`src/rtl/wog_pkg.sv`:
```
package wog_pkg;
  localparam int MODE_W = 2;
  localparam int TYPE_W = 2;
  localparam int LINE_W = 2;

  typedef enum logic [TYPE_W-1:0] {MT_UC = 2'b00, MT_WC = 2'b01, MT_WB = 2'b10} mem_type_e;
  typedef enum logic [LINE_W-1:0] {LS_I = 2'b00, LS_S = 2'b01, LS_E = 2'b10, LS_M = 2'b11} line_state_e;

  // Bit 1: ordering off. Bit 0: UC/WC exempt.
  function automatic logic ordering_off(input logic [MODE_W-1:0] mode);
    return mode[1];
  endfunction

  function automatic logic flush_arms(input logic [MODE_W-1:0] mode,
                                      input logic [TYPE_W-1:0] mtype);
    if (ordering_off(mode)) return 1'b0;
    if (mode[0])            return mtype == MT_WB;
    return 1'b1;
  endfunction

  function automatic logic line_gated(input logic [LINE_W-1:0] line);
    return (line == LS_M) || (line == LS_E);
  endfunction
endpackage

```
`src/rtl/wog_sync.sv`:
```
module wog_sync #(
  parameter int   STAGES  = 2,
  parameter logic RST_VAL = 1'b1
) (
  input  logic clk,
  input  logic rst_n,
  input  logic d,
  output logic q
);
  logic [STAGES-1:0] stage_q;

  generate
    for (genvar i = 0; i < STAGES; i++) begin : g_stage
      always_ff @(posedge clk or negedge rst_n) begin
        if (!rst_n)      stage_q[i] <= RST_VAL;
        else if (i == 0) stage_q[i] <= d;
        else             stage_q[i] <= stage_q[(i == 0) ? 0 : i-1];
      end
    end
  endgenerate

  assign q = stage_q[STAGES-1];
endmodule

```
`src/rtl/wog_pending.sv`:
```
module wog_pending (
  input  logic clk,
  input  logic rst_n,
  input  logic arm,
  input  logic drained,
  output logic pending_q
);
  always_ff @(posedge clk or negedge rst_n) begin
    if (!rst_n) pending_q <= 1'b0;
    else        pending_q <= arm | (pending_q & ~drained);
  end
endmodule

```
`src/rtl/wog_gate.sv`:
```
module wog_gate
  import wog_pkg::*;
(
  input  logic [MODE_W-1:0] mode_q,
  input  logic              pending,
  input  logic              req_vld,
  input  logic [LINE_W-1:0] req_line,
  output logic              grant,
  output logic              stall
);
  logic hold;
  always_comb begin
    hold  = pending && !ordering_off(mode_q) && line_gated(req_line);
    stall = req_vld && hold;
    grant = req_vld && !hold;
  end
endmodule

```
`src/rtl/wog_commit_gate.sv`:
```
module wog_commit_gate
  import wog_pkg::*;
#(
  parameter int SYNC_STAGES = 2
) (
  input  logic              clk,
  input  logic              rst_n,
  input  logic              cfg_we,
  input  logic [MODE_W-1:0] cfg_mode,
  input  logic              flush_vld,
  input  logic [TYPE_W-1:0] flush_type,
  input  logic              ext_empty_n,
  input  logic              req_vld,
  input  logic [LINE_W-1:0] req_line,
  output logic              req_grant,
  output logic              req_stall
);
  logic [MODE_W-1:0] mode_q;
  logic              empty_sync_n;
  logic              flush_qual;
  logic              drained;
  logic              pending_q;

  always_ff @(posedge clk or negedge rst_n) begin
    if (!rst_n)      mode_q <= '0;
    else if (cfg_we) mode_q <= cfg_mode;
  end

  wog_sync #(.STAGES(SYNC_STAGES), .RST_VAL(1'b1)) u_sync (
    .clk(clk), .rst_n(rst_n), .d(ext_empty_n), .q(empty_sync_n)
  );

  assign flush_qual = flush_vld && flush_arms(mode_q, flush_type);
  assign drained    = !empty_sync_n;

  wog_pending u_pend (
    .clk(clk), .rst_n(rst_n), .arm(flush_qual), .drained(drained), .pending_q(pending_q)
  );

  wog_gate u_gate (
    .mode_q(mode_q), .pending(pending_q), .req_vld(req_vld), .req_line(req_line),
    .grant(req_grant), .stall(req_stall)
  );
endmodule

```
`config.mk`:
```
export PLATFORM = sky130hd
export DESIGN_NAME = wog_commit_gate
export DESIGN_NICKNAME = d
export VERILOG_FILES = /design/src/rtl/wog_pkg.sv /design/src/rtl/wog_sync.sv /design/src/rtl/wog_pending.sv /design/src/rtl/wog_gate.sv /design/src/rtl/wog_commit_gate.sv
export SDC_FILE = /design/constraint.sdc
export NUM_CORES = 1
export LEC_CHECK = 0
export BUFFER_PORTS_ARGS = -buffer_cell sky130_fd_sc_hd__buf_2
export CAP_MARGIN = 0
export CORE_AREA = 3 3 40 42
export DETAILED_ROUTE_END_ITERATION = 10
export DIE_AREA = 0 0 43 45
export PLACE_DENSITY = 0.33
export SKIP_LAST_GASP = 1
export SYNTH_ARGS = -nofsm -noshare
export SYNTH_HDL_FRONTEND = slang
export SYNTH_SLANG_ARGS = --single-unit
export TNS_END_PERCENT = 30
```
`constraint.sdc`:
```
create_clock -name clk -period 0.85 [get_ports clk]
set_input_delay 0.1275 -clock clk [delete_from_list [all_inputs] [get_ports clk]]
set_output_delay 0.1275 -clock clk [all_outputs]
set_load 0.01 [all_outputs]
```
==> results of run 1 <==
routing by layer:
| metal | GRT usage | vias to the layer above | part of all wire |
|---|---|---|---|
| met5 | 0 | - | 0 |
| met3 | 0.0637 | 0 | 0.14 |
| li1 | - | 96 | - |
| met2 | 0.0659 | 11 | 0.35 |
| met1 | 0.0613 | 75 | 0.51 |
| met4 | 0.0361 | 0 | 0 |
metrics by stage:
stage | instances | setup WS, ns | util
floorplan | 16 | 0.0686 | -
global placement | 43 | 0.0533 | 0.208
detailed placement | 43 | 0.0382 | 0.208
CTS | 50 | -0.219 | 0.250
global route | 52 | -0.311 | 0.266
finish | 52 | -0.229 | 0.266
critical path, delay by kind of cell (launching register included):
kind | cells | cell delay [ns]
DFF | 1 | 0.37
buffers and inverters | 2 | 0.20
AOI/OAI and AO/OA | 1 | 0.15
area by class of cell:
class | instances | area [um2] | share of cell area
well taps | 15 | 18.8 | 0.0549
repair buffers | 17 | 103 | 0.300
multi-input cells | 8 | 55.1 | 0.161
inverters | 3 | 11.3 | 0.0330
clock buffers | 4 | 26.3 | 0.0769
flip-flops and latches | 5 | 128 | 0.374
how the worst min path moves through the flow:
stage,from,to,slack (ns),cells past startpoint
final,cfg_mode[1],mode_q[1],0.1,3
after global routing,cfg_mode[0],mode_q[0],0.08,2
after CTS,cfg_mode[1],mode_q[1],0.09,3
after detailed placement,rst_n,u_pend.pending_q,-0.05,1
after global placement,rst_n,u_pend.pending_q,-0.05,1
after floorplan,rst_n,mode_q[0],-0.17,0
state kept, by name (all words and copies together) (netlist names):
name / count
mode_q: 2
u_sync.q: 1
u_pend.pending_q: 1
u_sync.stage_q: 1
kinds of logic after synthesis:
| kind of cell | count (synthesis) |
|---|---|
| AOI/OAI and AO/OA | 4 |
| buffers and inverters | 3 |
| DFF | 5 |
| muxes | 1 |
| and+or+nand+nor | 3 |
power by group through the flow:
stage,clock [uW],combinational [uW],sequential (uW)
6_report,265,91.7,274
5_1_grt,310,104,276
4_1_cts,284,79.8,273
3_5_place_dp,0,64.2,276
3_3_place_gp,0,62.7,275
2_1_floorplan,0,26.8,273
cells in the final DEF (no fill, tap or decap):
cell           count
dfstp_2            2
inv_2              1
a31oi_1            1
nor3_2             1
buf_4              3
nand2_1            2
o21ai_0            1
dfrtp_1            3
clkbuf_1           1
buf_2             12
mux2_1             1
inv_1              2
a32o_1             1
dlygate4sd3_1      2
o21ai_1            1
clkbuf_4           3
repair_timing:
| item | CTS | global route |
|---|---|---|
| hold buffers | 2 | 0 |
| endpoints found under the hold margin | 6 | 0 |
| endpoints found under the setup margin | 2 | 3 |
| pin swaps | 0 | 1 |
| gates resized for setup | 0 | 2 |
| buffers inserted | 1 | 2 |
==> results.ini, run 1 <==
[die]
dieWidth_um = 43
num_rows = 13
dieHeight_um = 45
die-area_um2 = 1940
io_pins = 14
core_um2 = 1280
initial_core_util = 0.147

[pwr]
irDropWorstVdd_mv = 0.412
seq_power_share = 0.435
p_sw_uw = 134
swShare = 0.212
leakagePower_uw = 0.000174
clockPowerShare = 0.420
finalPower_uw = 631
p_comb_frac = 0.145
p_int_uw = 497
power_density_nw_per_um2 = 1850

[layout]
finalInstanceArea_um2 = 342
nNetsFinal = 50
drive_gt1_frac = 0.595
n_antenna_cell = 0
syn_to_final_growth_pct = 80.8
fillers = 144

[drt]
wirelength_um = 404
viasPerCell = 3.50
first_iter_violations = 2
drc = 0
first_pass_iters = 2
via_count = 182
post_drt_wl_per_cell_um = 7.77
antenna_left = 0

[status]
status = complete, but fails checks
violations = setup timing

[timing]
fin_skew_ns = 0.000332
slew_violations = 0
period_minus_slack_ns = 1.08
final.setup.tns_ns = -0.416
relSlewSlack = 0.905
setup_viol = 3
finalHoldViolations = 0
grt_setup_unrepaired = true
timing.hold.ws_ns = 0.0977
max_freq_ghz = 0.927
period_share = 1.27
worst_slew_pin_slew_ns = 0.142
fin_ws_ns = -0.229

[critical_path]
regToRegEndpoint = u_pend.pending_q
r2r_slack_ns = -0.01
critPathLaunchType = flop
crit_path_end = req_grant
crit_start = mode_q[1]
end_kind = output port
cp_max_fo = 3
critPathSlowestCell = dfrtp_1
cp_data_required_time_ns = 0.72
rr_startpoint = mode_q[1]
critPathArrivalTime_ns = 0.95
critPathKind = reg2out
r2r_cells = 3
critical_path.cell_chain = inv_2, a31oi_1, buf_2
cpPeakStageDelay_ns = 0.37

[placed_design]
gp_congestion = 0.694
portBuffers = 12
postPlaceCellArea_um2 = 268

[clocking]
h-tree-depth = 1
cts_buffers = 3
clk_path_buf_depth = 2
path_clk_slew_ns = 0.04
cts_root_buf = clkbuf_4
insertion_delay_ns = 0.23
cts_tree = built
cts_sinks = 5

[logic_synthesis]
synthMuxAreaShare = 0.0596
syn_area_um2 = 189
synth_top_family_by_area = compound AO/OA/AOI/OAI gates
synth-seq-area-share = 0.675
synth_cell_types = 10
syn_area_per_cell_um2 = 11.8
synthFlopType = dfrtp_1
synth-compound-area-share = 0.139
synth_area_leaders = dfrtp_1 (40%), dfstp_2 (28%), inv_1 (6.0%)
synthSimpleGateAreaFrac = 0.0662
synth_commonest_cells = dfrtp_1 (3), inv_1 (3), dfstp_2 (2), nand2_1 (2)
synth_xor_area_frac = 0
synthAdderAreaFrac = 0
synth_edf_count = 0
netlist.area_leader.share = 0.397
yosys_warnings = 0
synthCells = 16
yosysTopAreaCell = dfrtp_1
syn_nets = 28
synth-async-reset-ratio = 1.00
ys_ff_latch = 5

[global_route]
grt_util_all_layers = 0.0578
antenna_found_initial = 0
grt_pass1_vias = 182
grt_max_degree = 6
overflow = 0
grt_pass1_wl_um = 731

[worst_hold_path]
hold_class = in2reg

[run]
maxCapViolations = 0

Power figures use the tool's default switching activity.
==> run 2: changes to the inputs <==
--- a/config.mk
+++ b/config.mk
@@ -10,8 +10,9 @@
 export CORE_AREA = 3 3 40 42
 export DETAILED_ROUTE_END_ITERATION = 10
 export DIE_AREA = 0 0 43 45
+export MAX_ROUTING_LAYER = met4
 export PLACE_DENSITY = 0.33
-export SKIP_LAST_GASP = 1
+export SKIP_CTS_REPAIR_TIMING = 1
 export SYNTH_ARGS = -nofsm -noshare
 export SYNTH_HDL_FRONTEND = slang
 export SYNTH_SLANG_ARGS = --single-unit
==> results.ini, run 2 (synthesized netlist as in run 1, its figures left out) <==
[status]
status = complete, but fails checks
violations = setup timing

[drt]
first_pass_iters = 2  ; unchanged
viasPerCell = 3.53  ; +0.84%
drc = 0  ; unchanged
post_drt_wl_per_cell_um = 7.92  ; +2.0%
antenna_left = 0  ; unchanged
first_iter_violations = 2  ; unchanged
via_count = 180  ; -1.1%
wirelength_um = 404  ; unchanged

[layout]
finalInstanceArea_um2 = 337  ; -1.5%
largest-register = mode_q
fillers = 144  ; unchanged
syn_to_final_growth_pct = 78.1
nNetsFinal = 49  ; -2.0%
largest_register_ffs = 2  ; unchanged
n_antenna_cell = 0  ; unchanged
drive_gt1_frac = 0.611  ; +0.0165
layout_commonest_cell = buf_2
mostFrequentLayoutCells = buf_2 (12), clkbuf_4 (3), dfrtp_1 (3)

[worst_hold_path]
hold_class = in2reg

[critical_path]
cp_max_fo = 3  ; unchanged
rr_startpoint = mode_q[1]
cp_data_required_time_ns = 0.72  ; about the same
end_kind = output port
crit_path_end = req_grant
critPathKind = reg2out
cpPeakStageDelay_ns = 0.36  ; about the same
critPathArrivalTime_ns = 0.95  ; about the same
critPathLaunchType = flop
regToRegEndpoint = u_pend.pending_q
crit_start = mode_q[1]
r2r_cells = 3  ; unchanged
r2r_slack_ns = 0  ; about the same
critPathSlowestCell = dfrtp_1
critical_path.cell_chain = inv_2, a31oi_1, buf_2

[timing]
timing.hold.ws_ns = 0.0977  ; +0.0000443 ns
slew_violations = 0  ; unchanged
fin_skew_ns = 0.000156  ; -0.000176 ns
relSlewSlack = 0.905  ; about the same
worst_slew_pin_slew_ns = 0.142  ; -0.000257 ns
period_minus_slack_ns = 1.07  ; -0.00480 ns
max_freq_ghz = 0.931  ; +0.45%
finalHoldViolations = 0  ; unchanged
grt_setup_unrepaired = true
setup_viol = 3  ; unchanged
period_share = 1.26  ; -0.00565
fin_ws_ns = -0.224  ; +0.00480 ns

[run]
maxCapViolations = 0  ; unchanged

[clocking]
cts_sinks = 5  ; unchanged
h-tree-depth = 1  ; unchanged
cts_root_buf = clkbuf_4
path_clk_slew_ns = 0.04  ; about the same
cts_buffers = 3  ; unchanged
cts_tree = built
clk_path_buf_depth = 2  ; unchanged
insertion_delay_ns = 0.23  ; about the same

[die]
dieWidth_um = 43  ; unchanged
die-area_um2 = 1940  ; unchanged
dieHeight_um = 45  ; unchanged
io_pins = 14  ; unchanged
core_um2 = 1280  ; unchanged
num_rows = 13  ; unchanged
initial_core_util = 0.147  ; unchanged

[global_route]
overflow = 0  ; unchanged
grt_pass1_wl_um = 683  ; -6.6%
grt_pass1_vias = 174  ; -4.4%
grt_util_all_layers = 0.0544  ; -0.00343
antenna_found_initial = 0  ; unchanged
grt_max_degree = 6  ; unchanged

[placed_design]
postPlaceCellArea_um2 = 268  ; unchanged
gp_congestion = 0.702  ; +1.1%
portBuffers = 12  ; unchanged

[pwr]
irDropWorstVdd_mv = 0.409  ; -0.52%
leakagePower_uw = 0.000170  ; -2.6%
power_density_nw_per_um2 = 1860  ; +0.47%

[run 2: worst min-delay path by stage]
stage                     start          endpoint  slack [ns]  cells past startpoint
floorplan                 rst_n         mode_q[0]       -0.17                      0
global placement          rst_n  u_pend.pending_q       -0.05                      1
detailed placement        rst_n  u_pend.pending_q       -0.05                      1
CTS                       rst_n  u_pend.pending_q       -0.31                      1
global route        cfg_mode[0]         mode_q[0]        0.09                      2
finish              cfg_mode[1]         mode_q[1]         0.1                      3
[run 2: stage by stage]
stage / total power, uW / util / setup slack [ns] / cells / TNS, ns
after global routing: 677 / 0.262 / -0.306 / 51 / -0.611
after CTS: 621 / 0.229 / -0.223 / 47 / -0.433
final: 624 / 0.262 / -0.224 / 51 / -0.401
after detailed placement: 340 / 0.208 / 0.0382 / 43 / 0
after global placement: 338 / 0.208 / 0.0533 / 43 / 0
after floorplan: 300 / - / 0.0686 / 16 / 0
[run 2: cell type report]
cell class / instances / area, um2 / area share
timing repair buffer: 16 / 95.1 / 0.283
sequential: 5 / 128 / 0.379
tap: 15 / 18.8 / 0.0558
multi-input combinational: 8 / 57.6 / 0.171
inverter: 3 / 11.3 / 0.0335
clock buffer: 4 / 26.3 / 0.0781
[run 2: power by group]
| group | leakage (uW) | total (uW) | switching [uW] | internal, uW |
|---|---|---|---|---|
| Sequential | 0.0000574 | 275 | 12.5 | 263 |
| Combinational | 0.0000974 | 84.0 | 33.1 | 50.9 |
| Clock | 0.0000150 | 265 | 88.1 | 177 |
| Total | 0.000170 | 624 | 134 | 491 |
[run 2: per-layer routing]
metal  vias up  GRT usage  routed length (um)
li1         94          -                   -
met1        75     0.0588                 203
met2        11     0.0599                 143
met3         0     0.0518                  57
met4         0     0.0361                   0
met5         -          -                   0
[run 2: critical path: cells and delay by family (launching register included)]
kind / cells / cell delay, ns
buf+inv: 2 / 0.20
flops: 1 / 0.36
compound gates: 1 / 0.15
